==> config.mk <==
export PLATFORM = sky130hd
export DESIGN_NAME = addr_remap_decoder
export DESIGN_NICKNAME = d
export VERILOG_FILES = /design/src/rtl/adrmap_pkg.sv /design/src/rtl/adrmap_window.sv /design/src/rtl/adrmap_mode.sv /design/src/rtl/adrmap_guard.sv /design/src/rtl/addr_remap_decoder.sv
export SDC_FILE = /design/constraint.sdc
export NUM_CORES = 1
export LEC_CHECK = 0
export ABC_AREA = 1
export BUFFER_PORTS_ARGS = -buffer_cell sky130_fd_sc_hd__buf_2
export CORE_MARGIN = 5
export CORE_UTILIZATION = 30
export CTS_CLUSTER_SIZE = 25
export DETAILED_ROUTE_END_ITERATION = 7
export PLACE_DENSITY = 0.61
export SLEW_MARGIN = 20
export SYNTH_ARGS = -nofsm -noshare
export SYNTH_HDL_FRONTEND = slang
export SYNTH_SLANG_ARGS = --single-unit
==> constraint.sdc <==
create_clock -name clk -period 0.8 [get_ports clk]
set_input_delay 0.2 -clock clk [delete_from_list [all_inputs] [get_ports clk]]
set_output_delay 0.2 -clock clk [all_outputs]
set_load 0.01 [all_outputs]
==> src/rtl/adrmap_pkg.sv <==
package adrmap_pkg;
  localparam int ADDR_W = 32;
  localparam int REMAP_W = 6;
  localparam int SEL_LO = 2;
  localparam int NUM_SEL = REMAP_W - SEL_LO;
  localparam int TGT_W = 4;

  typedef enum logic [TGT_W-1:0] {
    TGT_NONE     = 4'd0,
    TGT_FLASH0   = 4'd1,
    TGT_FLASH1   = 4'd2,
    TGT_DDR      = 4'd3,
    TGT_EXTAXI   = 4'd4,
    TGT_BOARDMEM = 4'd5,
    TGT_SCRATCH  = 4'd6,
    TGT_ONCHIP   = 4'd7,
    TGT_BOARDIO  = 4'd8
  } tgt_e;

  typedef enum logic [2:0] {
    WIN_A, WIN_B, WIN_C, WIN_D, WIN_FIXED
  } win_e;

  typedef enum logic [2:0] {
    MAP_DEFAULT, MAP_ALT1, MAP_ALT2, MAP_ALT3, MAP_ALT4
  } map_e;

  typedef enum logic [1:0] {
    MST_CPU0, MST_CPU1, MST_PPORT, MST_OTHER
  } mst_e;

  localparam logic [ADDR_W-1:0] A_LO_END    = 32'h0400_0000;
  localparam logic [ADDR_W-1:0] B_END       = 32'h4000_0000;
  localparam logic [ADDR_W-1:0] C_START     = 32'h6000_0000;
  localparam logic [ADDR_W-1:0] HALF_START  = 32'h8000_0000;
  localparam logic [ADDR_W-1:0] D_START     = 32'hC000_0000;
  localparam logic [ADDR_W-1:0] D_END       = 32'hFFF0_0000;
  localparam logic [ADDR_W-1:0] TOP_START   = 32'hFF00_0000;
  localparam logic [ADDR_W-1:0] BMEM_END    = 32'h5000_0000;
  localparam logic [ADDR_W-1:0] SCR_END     = 32'h5100_0000;
  localparam logic [ADDR_W-1:0] DDRF_END    = 32'hA000_0000;
  localparam logic [ADDR_W-1:0] ONCHIP_END  = 32'hB000_0000;
  localparam logic [ADDR_W-1:0] BIO_END     = 32'hC000_0000;
endpackage

==> src/rtl/adrmap_window.sv <==
module adrmap_window
  import adrmap_pkg::*;
(
  input  logic [ADDR_W-1:0] addr,
  output win_e              win,
  output tgt_e              fixed_tgt
);
  always_comb begin
    if (addr < A_LO_END)                            win = WIN_A;
    else if (addr < B_END)                          win = WIN_B;
    else if (addr >= C_START && addr < HALF_START)  win = WIN_C;
    else if (addr >= D_START && addr < D_END)       win = WIN_D;
    else                                            win = WIN_FIXED;
  end

  always_comb begin
    if (addr >= B_END && addr < BMEM_END)                fixed_tgt = TGT_BOARDMEM;
    else if (addr >= BMEM_END && addr < SCR_END)         fixed_tgt = TGT_SCRATCH;
    else if (addr >= HALF_START && addr < DDRF_END)      fixed_tgt = TGT_DDR;
    else if (addr >= DDRF_END && addr < ONCHIP_END)      fixed_tgt = TGT_ONCHIP;
    else if (addr >= ONCHIP_END && addr < BIO_END)       fixed_tgt = TGT_BOARDIO;
    else                                                 fixed_tgt = TGT_NONE;
  end
endmodule

==> src/rtl/adrmap_mode.sv <==
module adrmap_mode
  import adrmap_pkg::*;
(
  input  logic [NUM_SEL-1:0] sel_bits,
  input  logic               flash_swap,
  input  win_e               win,
  input  tgt_e               fixed_tgt,
  output map_e               mode,
  output tgt_e               raw_tgt
);
  tgt_e flash_t;
  assign flash_t = flash_swap ? TGT_FLASH1 : TGT_FLASH0;

  // lowest set select bit wins; scan from the top so lower bits overwrite
  always_comb begin
    mode = MAP_DEFAULT;
    for (int k = NUM_SEL - 1; k >= 0; k--) begin
      if (sel_bits[k]) mode = map_e'(3'(k + 1));
    end
  end

  always_comb begin
    raw_tgt = fixed_tgt;
    if (win != WIN_FIXED) begin
      unique case (mode)
        MAP_ALT1: raw_tgt = (win == WIN_A || win == WIN_B) ? TGT_DDR : TGT_EXTAXI;
        MAP_ALT2: raw_tgt = (win == WIN_A || win == WIN_B) ? TGT_EXTAXI : TGT_DDR;
        MAP_ALT3: raw_tgt = TGT_DDR;
        MAP_ALT4: raw_tgt = (win == WIN_A) ? flash_t : TGT_DDR;
        default: begin
          if (win == WIN_A)      raw_tgt = flash_t;
          else if (win == WIN_B) raw_tgt = TGT_DDR;
          else                   raw_tgt = TGT_EXTAXI;
        end
      endcase
    end
  end
endmodule

==> src/rtl/adrmap_guard.sv <==
module adrmap_guard
  import adrmap_pkg::*;
(
  input  logic [ADDR_W-1:0] addr,
  input  logic [1:0]        restrict_en,
  input  mst_e              master,
  input  logic              is_write,
  input  logic              ro_scratch,
  input  tgt_e              raw_tgt,
  output tgt_e              tgt,
  output logic              dec_err,
  output logic              wr_block
);
  logic cpu_m, pport_m, cpu_bad, pport_bad;

  assign cpu_m     = (master == MST_CPU0) || (master == MST_CPU1);
  assign pport_m   = (master == MST_PPORT);
  assign cpu_bad   = restrict_en[0] && cpu_m && addr >= HALF_START && addr < TOP_START;
  assign pport_bad = restrict_en[1] && pport_m && addr < HALF_START;

  always_comb begin
    dec_err  = cpu_bad || pport_bad || (raw_tgt == TGT_NONE);
    tgt      = dec_err ? TGT_NONE : raw_tgt;
    wr_block = !dec_err && is_write && ro_scratch && (raw_tgt == TGT_SCRATCH);
  end
endmodule

==> src/rtl/addr_remap_decoder.sv <==
module addr_remap_decoder
  import adrmap_pkg::*;
#(
  parameter bit OUT_REG = 1'b1
) (
  input  logic              clk,
  input  logic              rst_n,
  input  logic              in_valid_i,
  input  logic [31:0]       addr_i,
  input  logic              is_write_i,
  input  logic [1:0]        master_i,
  input  logic [5:0]        remap_i,
  input  logic              flash_swap_i,
  input  logic              ro_scratch_i,
  output logic              out_valid_o,
  output logic [3:0]        target_o,
  output logic              dec_err_o,
  output logic              wr_block_o
);
  win_e win_c;
  tgt_e fixed_c, raw_c, tgt_c;
  map_e mode_c;
  logic err_c, blk_c;

  adrmap_window u_win (.addr(addr_i), .win(win_c), .fixed_tgt(fixed_c));

  adrmap_mode u_mode (
    .sel_bits(remap_i[REMAP_W-1:SEL_LO]), .flash_swap(flash_swap_i),
    .win(win_c), .fixed_tgt(fixed_c), .mode(mode_c), .raw_tgt(raw_c)
  );

  adrmap_guard u_guard (
    .addr(addr_i), .restrict_en(remap_i[1:0]), .master(mst_e'(master_i)),
    .is_write(is_write_i), .ro_scratch(ro_scratch_i), .raw_tgt(raw_c),
    .tgt(tgt_c), .dec_err(err_c), .wr_block(blk_c)
  );

  generate
    if (OUT_REG) begin : g_reg
      logic v_q, v_d, e_q, e_d, b_q, b_d, ld_en;
      tgt_e t_q, t_d;

      assign ld_en = in_valid_i;

      always_comb begin
        v_d = in_valid_i;
        t_d = tgt_c;
        e_d = err_c;
        b_d = blk_c;
      end

      always_ff @(posedge clk or negedge rst_n) begin
        if (!rst_n) begin
          v_q <= 1'b0;
          t_q <= TGT_NONE;
          e_q <= 1'b0;
          b_q <= 1'b0;
        end else begin
          v_q <= v_d;
          if (ld_en) begin
            t_q <= t_d;
            e_q <= e_d;
            b_q <= b_d;
          end
        end
      end

      assign out_valid_o = v_q;
      assign target_o    = t_q;
      assign dec_err_o   = e_q;
      assign wr_block_o  = b_q;

      p_valid_follows_r1: assert property (@(posedge clk) disable iff (!rst_n)
        in_valid_i |=> out_valid_o);
      p_hold_idle_r1: assert property (@(posedge clk) disable iff (!rst_n)
        !in_valid_i |=> ($stable(target_o) && $stable(dec_err_o) && $stable(wr_block_o) && !out_valid_o));
      p_cpu_window_r8: assert property (@(posedge clk) disable iff (!rst_n)
        (in_valid_i && remap_i[0] && !master_i[1] && addr_i[31] && addr_i[31:24] != 8'hFF) |=> dec_err_o);
      p_pport_window_r9: assert property (@(posedge clk) disable iff (!rst_n)
        (in_valid_i && remap_i[1] && master_i == 2'd2 && !addr_i[31]) |=> dec_err_o);
      p_err_clean_r11: assert property (@(posedge clk) disable iff (!rst_n)
        dec_err_o |-> (target_o == 4'd0 && !wr_block_o));
      p_block_scratch_r10: assert property (@(posedge clk) disable iff (!rst_n)
        wr_block_o |-> target_o == 4'd6);
    end else begin : g_comb
      assign out_valid_o = in_valid_i;
      assign target_o    = tgt_c;
      assign dec_err_o   = err_c;
      assign wr_block_o  = blk_c;
    end
  endgenerate

  logic unused_mode;
  assign unused_mode = ^mode_c;
endmodule

# Yosys cells after proc, flatten, opt, wreduce, memory -nomap -nowiden
# Index checks and enable logic that the tools add are counted.
[op_classes]
addsub = 0
multipliers = 0
div = 0
magnitude_cmp = 17
n_eq_ne = 9
n_shift = 0
muxes = 22
bitwise = 0
reduce_logical = 23
[ops]
columns = ["cell", "count"]
rows = [
  ["$lt 32x32->1 const B", 6],
  ["$ge 32x32->1 const B", 4],
  ["$ge 32x31->1 const B", 3],
  ["$lt 32x31->1 const B", 3],
  ["$mux 4", 9],
  ["$mux 3", 11],
  ["$lt 32x27->1 const B", 1],
  ["$pmux 4 s4", 1],
  ["$logic_and 1x1->1", 15],
  ["$eq 3x1->1 const B", 2],
  ["$eq 3x2->1 const B", 2],
  ["$eq 4x3->1 const B", 1],
  ["$logic_not 4->1", 1],
  ["$logic_or 1x1->1", 4],
  ["$eq 3x3->1 const B", 1],
  ["$logic_not 3->1", 1],
  ["$ne 3x3->1 const B", 1],
  ["$eq 2x1->1 const B", 1],
  ["$eq 2x2->1 const B", 1],
  ["$logic_not 2->1", 1],
  ["$mux 2", 1],
  ["$logic_not 1->1", 1],
]
[totals]
register_bits = 7
latchBits = 0
ramBits = 0
rom_bits = 0
inputBits = 46
output_inout_bits = 7
memories = 0

# Longest topological paths before layout
[depth]
ltp_word = 17
depth_mapped = 13
depth_no_buf = 12

# Cells and area by module
# A second synthesis with hierarchy kept.
[hier_totals]
cells_unflattened = 144
area_unflattened_um2 = 763.2
[by_module_without_submodules]
columns = ["mod", "instances", "cells_per_inst", "area_per_inst_um2", "seq_area_each_um2"]
rows = [
  ["addr_remap_decoder", 1, 26, 246.5, 175.2],
  ["adrmap_mode", 1, 47, 219.0, 0.0],
  ["adrmap_window", 1, 39, 170.2, 0.0],
  ["adrmap_guard", 1, 32, 127.6, 0.0],
]

# Worst setup path after synthesis
# No wires, ideal clock.
[synth_path]
path_kind = "input port to flip-flop"
start = "input port addr_i[29]"
end = "register g_reg.t_q[0] (netlist: target_o[0])"
setup_time_ps = 118
t_arrival_ps = 1189
t_required_ps = 682
path_slack_ps = -507
path_stages = 11
path_buffers = 1
path_cell_list = "buf_4 > nor2_1 > o21ai_0 > nand3_1 > nand2_1 > nor2_1 > nand2_2 > nor2_2 > nand2_2 > nand3_1 > nand2_1"
[synth_between]
elab_chain_len = 14
word_cells_on_any_way = 51
classes_between = "order compare: 17; eq/ne: 2; mux: 17; reduce/logical: 15"
[synth_lines]
columns = ["element", "line", "source"]
rows = [
  ["start: declaration", "addr_remap_decoder.sv:9", "input logic [31:0] addr_i,"],
  ["$ge 32x32->1 or $lt 32x32->1 (tied branches)", "adrmap_window.sv:12", "else if (addr >= D_START && addr < D_END) win = WIN_D;"],
  ["$logic_and 1x1->1", "adrmap_window.sv:12", ""],
  ["$mux 3", "adrmap_window.sv:12", ""],
  ["$mux 3", "adrmap_window.sv:11", "else if (addr >= C_START && addr < HALF_START) win = WIN_C;"],
  ["$mux 3", "adrmap_window.sv:10", "else if (addr < B_END) win = WIN_B;"],
  ["$mux 3", "adrmap_window.sv:9", "if (addr < A_LO_END) win = WIN_A;"],
  ["$eq 3x1->1 or $logic_not 3->1 (tied branches)", "--", ""],
  ["$mux 3 or $logic_or 1x1->1 (tied branches)", "adrmap_mode.sv:32, adrmap_mode.sv:26, adrmap_mode.sv:27", ""],
  ["$mux 4 (tied with other cells)", "adrmap_mode.sv:31", "if (win == WIN_A) raw_tgt = flash_t;"],
  ["$pmux 4 s4", "adrmap_mode.sv:25", "unique case (mode)"],
  ["$mux 4", "adrmap_mode.sv:24", "if (win != WIN_FIXED) begin"],
  ["$logic_not 4->1", "adrmap_guard.sv:22", "dec_err = cpu_bad || pport_bad || (raw_tgt == TGT_NONE);"],
  ["$logic_or 1x1->1", "adrmap_guard.sv:22", ""],
  ["$mux 4 *", "adrmap_guard.sv:23", "tgt = dec_err ? TGT_NONE : raw_tgt;"],
  ["end signal: assignment", "addr_remap_decoder.sv:61", "t_q <= t_d;"],
  ["end: declaration", "addr_remap_decoder.sv:41", "tgt_e t_q, t_d;"],
]
# Mark *: on every way between the ends. The rest lies on a longest branch, timed or not.
# A chain may end at the register's enable or synchronous reset.

# Worst setup path in the final report
# Same ends and word-level chain as after synthesis.

==> metrics.cfg <==
[run_status]
outcome=finished with violations
violations=negative setup slack

[worst_setup_path]
cp_slowest_cell=a21oi_4
slowest_delay_ps=240
endpoint_kind=flip-flop
cp.arrival_ps=1320
crit_type=in -> reg
cp_max_fo=5
cp_cell_sequence=buf_12, nand2_4, nor2_4, nand3_2, nand2_2, nand4_1, a21oi_4, nand2_4, nand3_2, nand2_2
cp.required_ps=950
startpoint_type=primary input

[power_and_ir_drop]
leakagePower_nw=0.740
powerDensity_mw_per_mm2=1060
ir_worst_vdd_mv=0.753
total_power_mw=1.45

[synthesis]
synth_top_area_cell=dfrtp_1
syn_nets=164
ys_types=15
synthTopCellsByArea=dfrtp_1 (26%), nand2_1 (22%), nand3_1 (13%)
synth.top_cell.area_share=0.260
synth_area_per_cell_um2=5.70
ys_warn_count=0
ys_seq_elements=7
ys_seq_area_frac=0.260
synthCells=118
syn_area_um2=673

[grt]
gr-total-overflow=0
grt_pass1_vias=980
grt_pass1_wl_um=3680
antenna_found_initial=0
grt_usage=0.136
grt_max_degree=8

[cells_and_area]
stdcell_area_mm2=0.00138
postLayoutCoreUtil=0.634
layout.nets=228
areaGrowthSynthToFinish_pct=104
final_common_cell=buf_4
antenna_cells=0
final_cell_mix=buf_4 (27), nand2_1 (26), buf_2 (23)
drive_above_1_share=0.619

[die]
die_area_mm2=0.00329
initial_core_util=0.310
ioPinCount=53
die_x_um=57.4
die_h_um=57.4
num_rows=17
core-area_mm2=0.00217

[routing]
wl_um=2410
first_pass_iters=4
drtAntennaViolNets=0
detail_route.vias_per_cell=4.66
drt_iter0_markers=19
drc=0
post_drt_wl_per_cell_um=11.5
via_count=973

[run]
maxCapViolCount=0

[timing]
finalClockSkew_ps=0
worstMarginPinSlew_ps=391
max_freq_mhz=855
setup_violations=13
rsz0062_at_grt=true
slew_headroom=0.737
setup_tns_ps=-3220
report.final.slew_viol_count=0
setup_ws_ps=-370
fin_crit_sh=1.46
final_hold_viol_count=0
period_needed_ps=1170

[clocking]
cts-htree-levels=1
clock_sinks=7
clock_path_buffers=2
root_buffer=clkbuf_4
insertion_delay_ps=250
cts_buffers=3
clkTransAtPathRegs_ps=50
cts_tree=done

[place]
dpl.hpwl_um=1700
globalplace.congestion=0.825
port_buffers=32
placed_cell_area_mm2=0.00103

[hold_path]
hold_class=in -> reg

## worst paths after layout
| check | cells past startpoint | slack [ps] | end | from |
|---|---|---|---|---|
| max in group asynchronous | 2 | 340 | out_valid_o$_DFF_PN0_ | rst_n |
| max reg2reg | 4 | -80 | dec_err_o$_DFFE_PN0P_ | dec_err_o$_DFFE_PN0P_ |
| max | 10 | -370 | target_o[0]$_DFFE_PN0P_ | addr_i[29] |
| min reg2reg | 2 | 480 | wr_block_o$_DFFE_PN0P_ | wr_block_o$_DFFE_PN0P_ |
| min in group asynchronous | 2 | 310 | target_o[1]$_DFFE_PN0P_ | rst_n |
| min | 1 | 100 | out_valid_o$_DFF_PN0_ | in_valid_i |
## final cells by class
| class | count | area [um2] |
|---|---|---|
| Fill cell | 195 | 793 |
| Multi-Input combinational cell | 93 | 602 |
| Timing Repair Buffer | 60 | 459 |
| Sequential cell | 7 | 175 |
| Inverter | 17 | 78.8 |
| Tap cell | 28 | 35.0 |
| Clock buffer | 4 | 26.3 |
## per-layer routing
layer,vias to the layer above,global-route usage,share of wire
met1,445,0.131,0.35
met5,-,0,0
met2,25,0.282,0.59
li1,497,-,-
met3,6,0.0158,0.049
met4,0,0.0530,0.015
## synth_stat cells
cell type and count:
a21oi_1 2, buf_4 1, o21ai_0 1, nor2_2 2, nand4_1 2, inv_1 17, a21oi_2 2, nand3_2 2
nor2_1 19, o21bai_1 1, nand2_1 39, o31ai_1 1, nand2_2 5, nand3_1 17, dfrtp_1 7
## flip-flops by register name, indices dropped and copies added, names as in the netlist
name / flops
wr_block_o: 1
target_o: 4
dec_err_o: 1
out_valid_o: 1
## cells by family after synthesis
group	after synthesis	share of synthesized area
and+or+nand+nor	86	0.563
buffers and inverters	18	0.106
DFF	7	0.260
AOI/OAI and AO/OA	7	0.0706
## per-stage QoR
step	std cells	hold slack, ps	worst slack, ps
5_1_grt	209	108	-460
3_5_place_dp	197	37.6	-709
3_3_place_gp	197	35.6	-684
4_1_cts	206	95.5	-384
2_1_floorplan	118	-95.6	-431
6_report	209	101	-370
## power by group
part	switching (mW)	internal (mW)	total (mW)
clock network	0.134	0.191	0.324
logic	0.355	0.365	0.720
registers	0.0165	0.392	0.409
total	0.506	0.948	1.45
## what timing repair did
action	4_1_cts	5_1_grt
pin swaps	20	19
endpoints found under the hold margin	7	0
endpoints found under the setup margin	13	13
hold buffers	1	0
resized for setup	43	30
setup buffers	4	3
## worst max-delay path: cells and delay by family
| kind | cells | cell delay (ps) |
|---|---|---|
| AND/OR/NAND/NOR | 8 | 790 |
| AO/OA/AOI/OAI | 1 | 240 |
| buffers and inverters | 1 | 90 |
No activity file was read; power rests on OpenSTA's default activity.
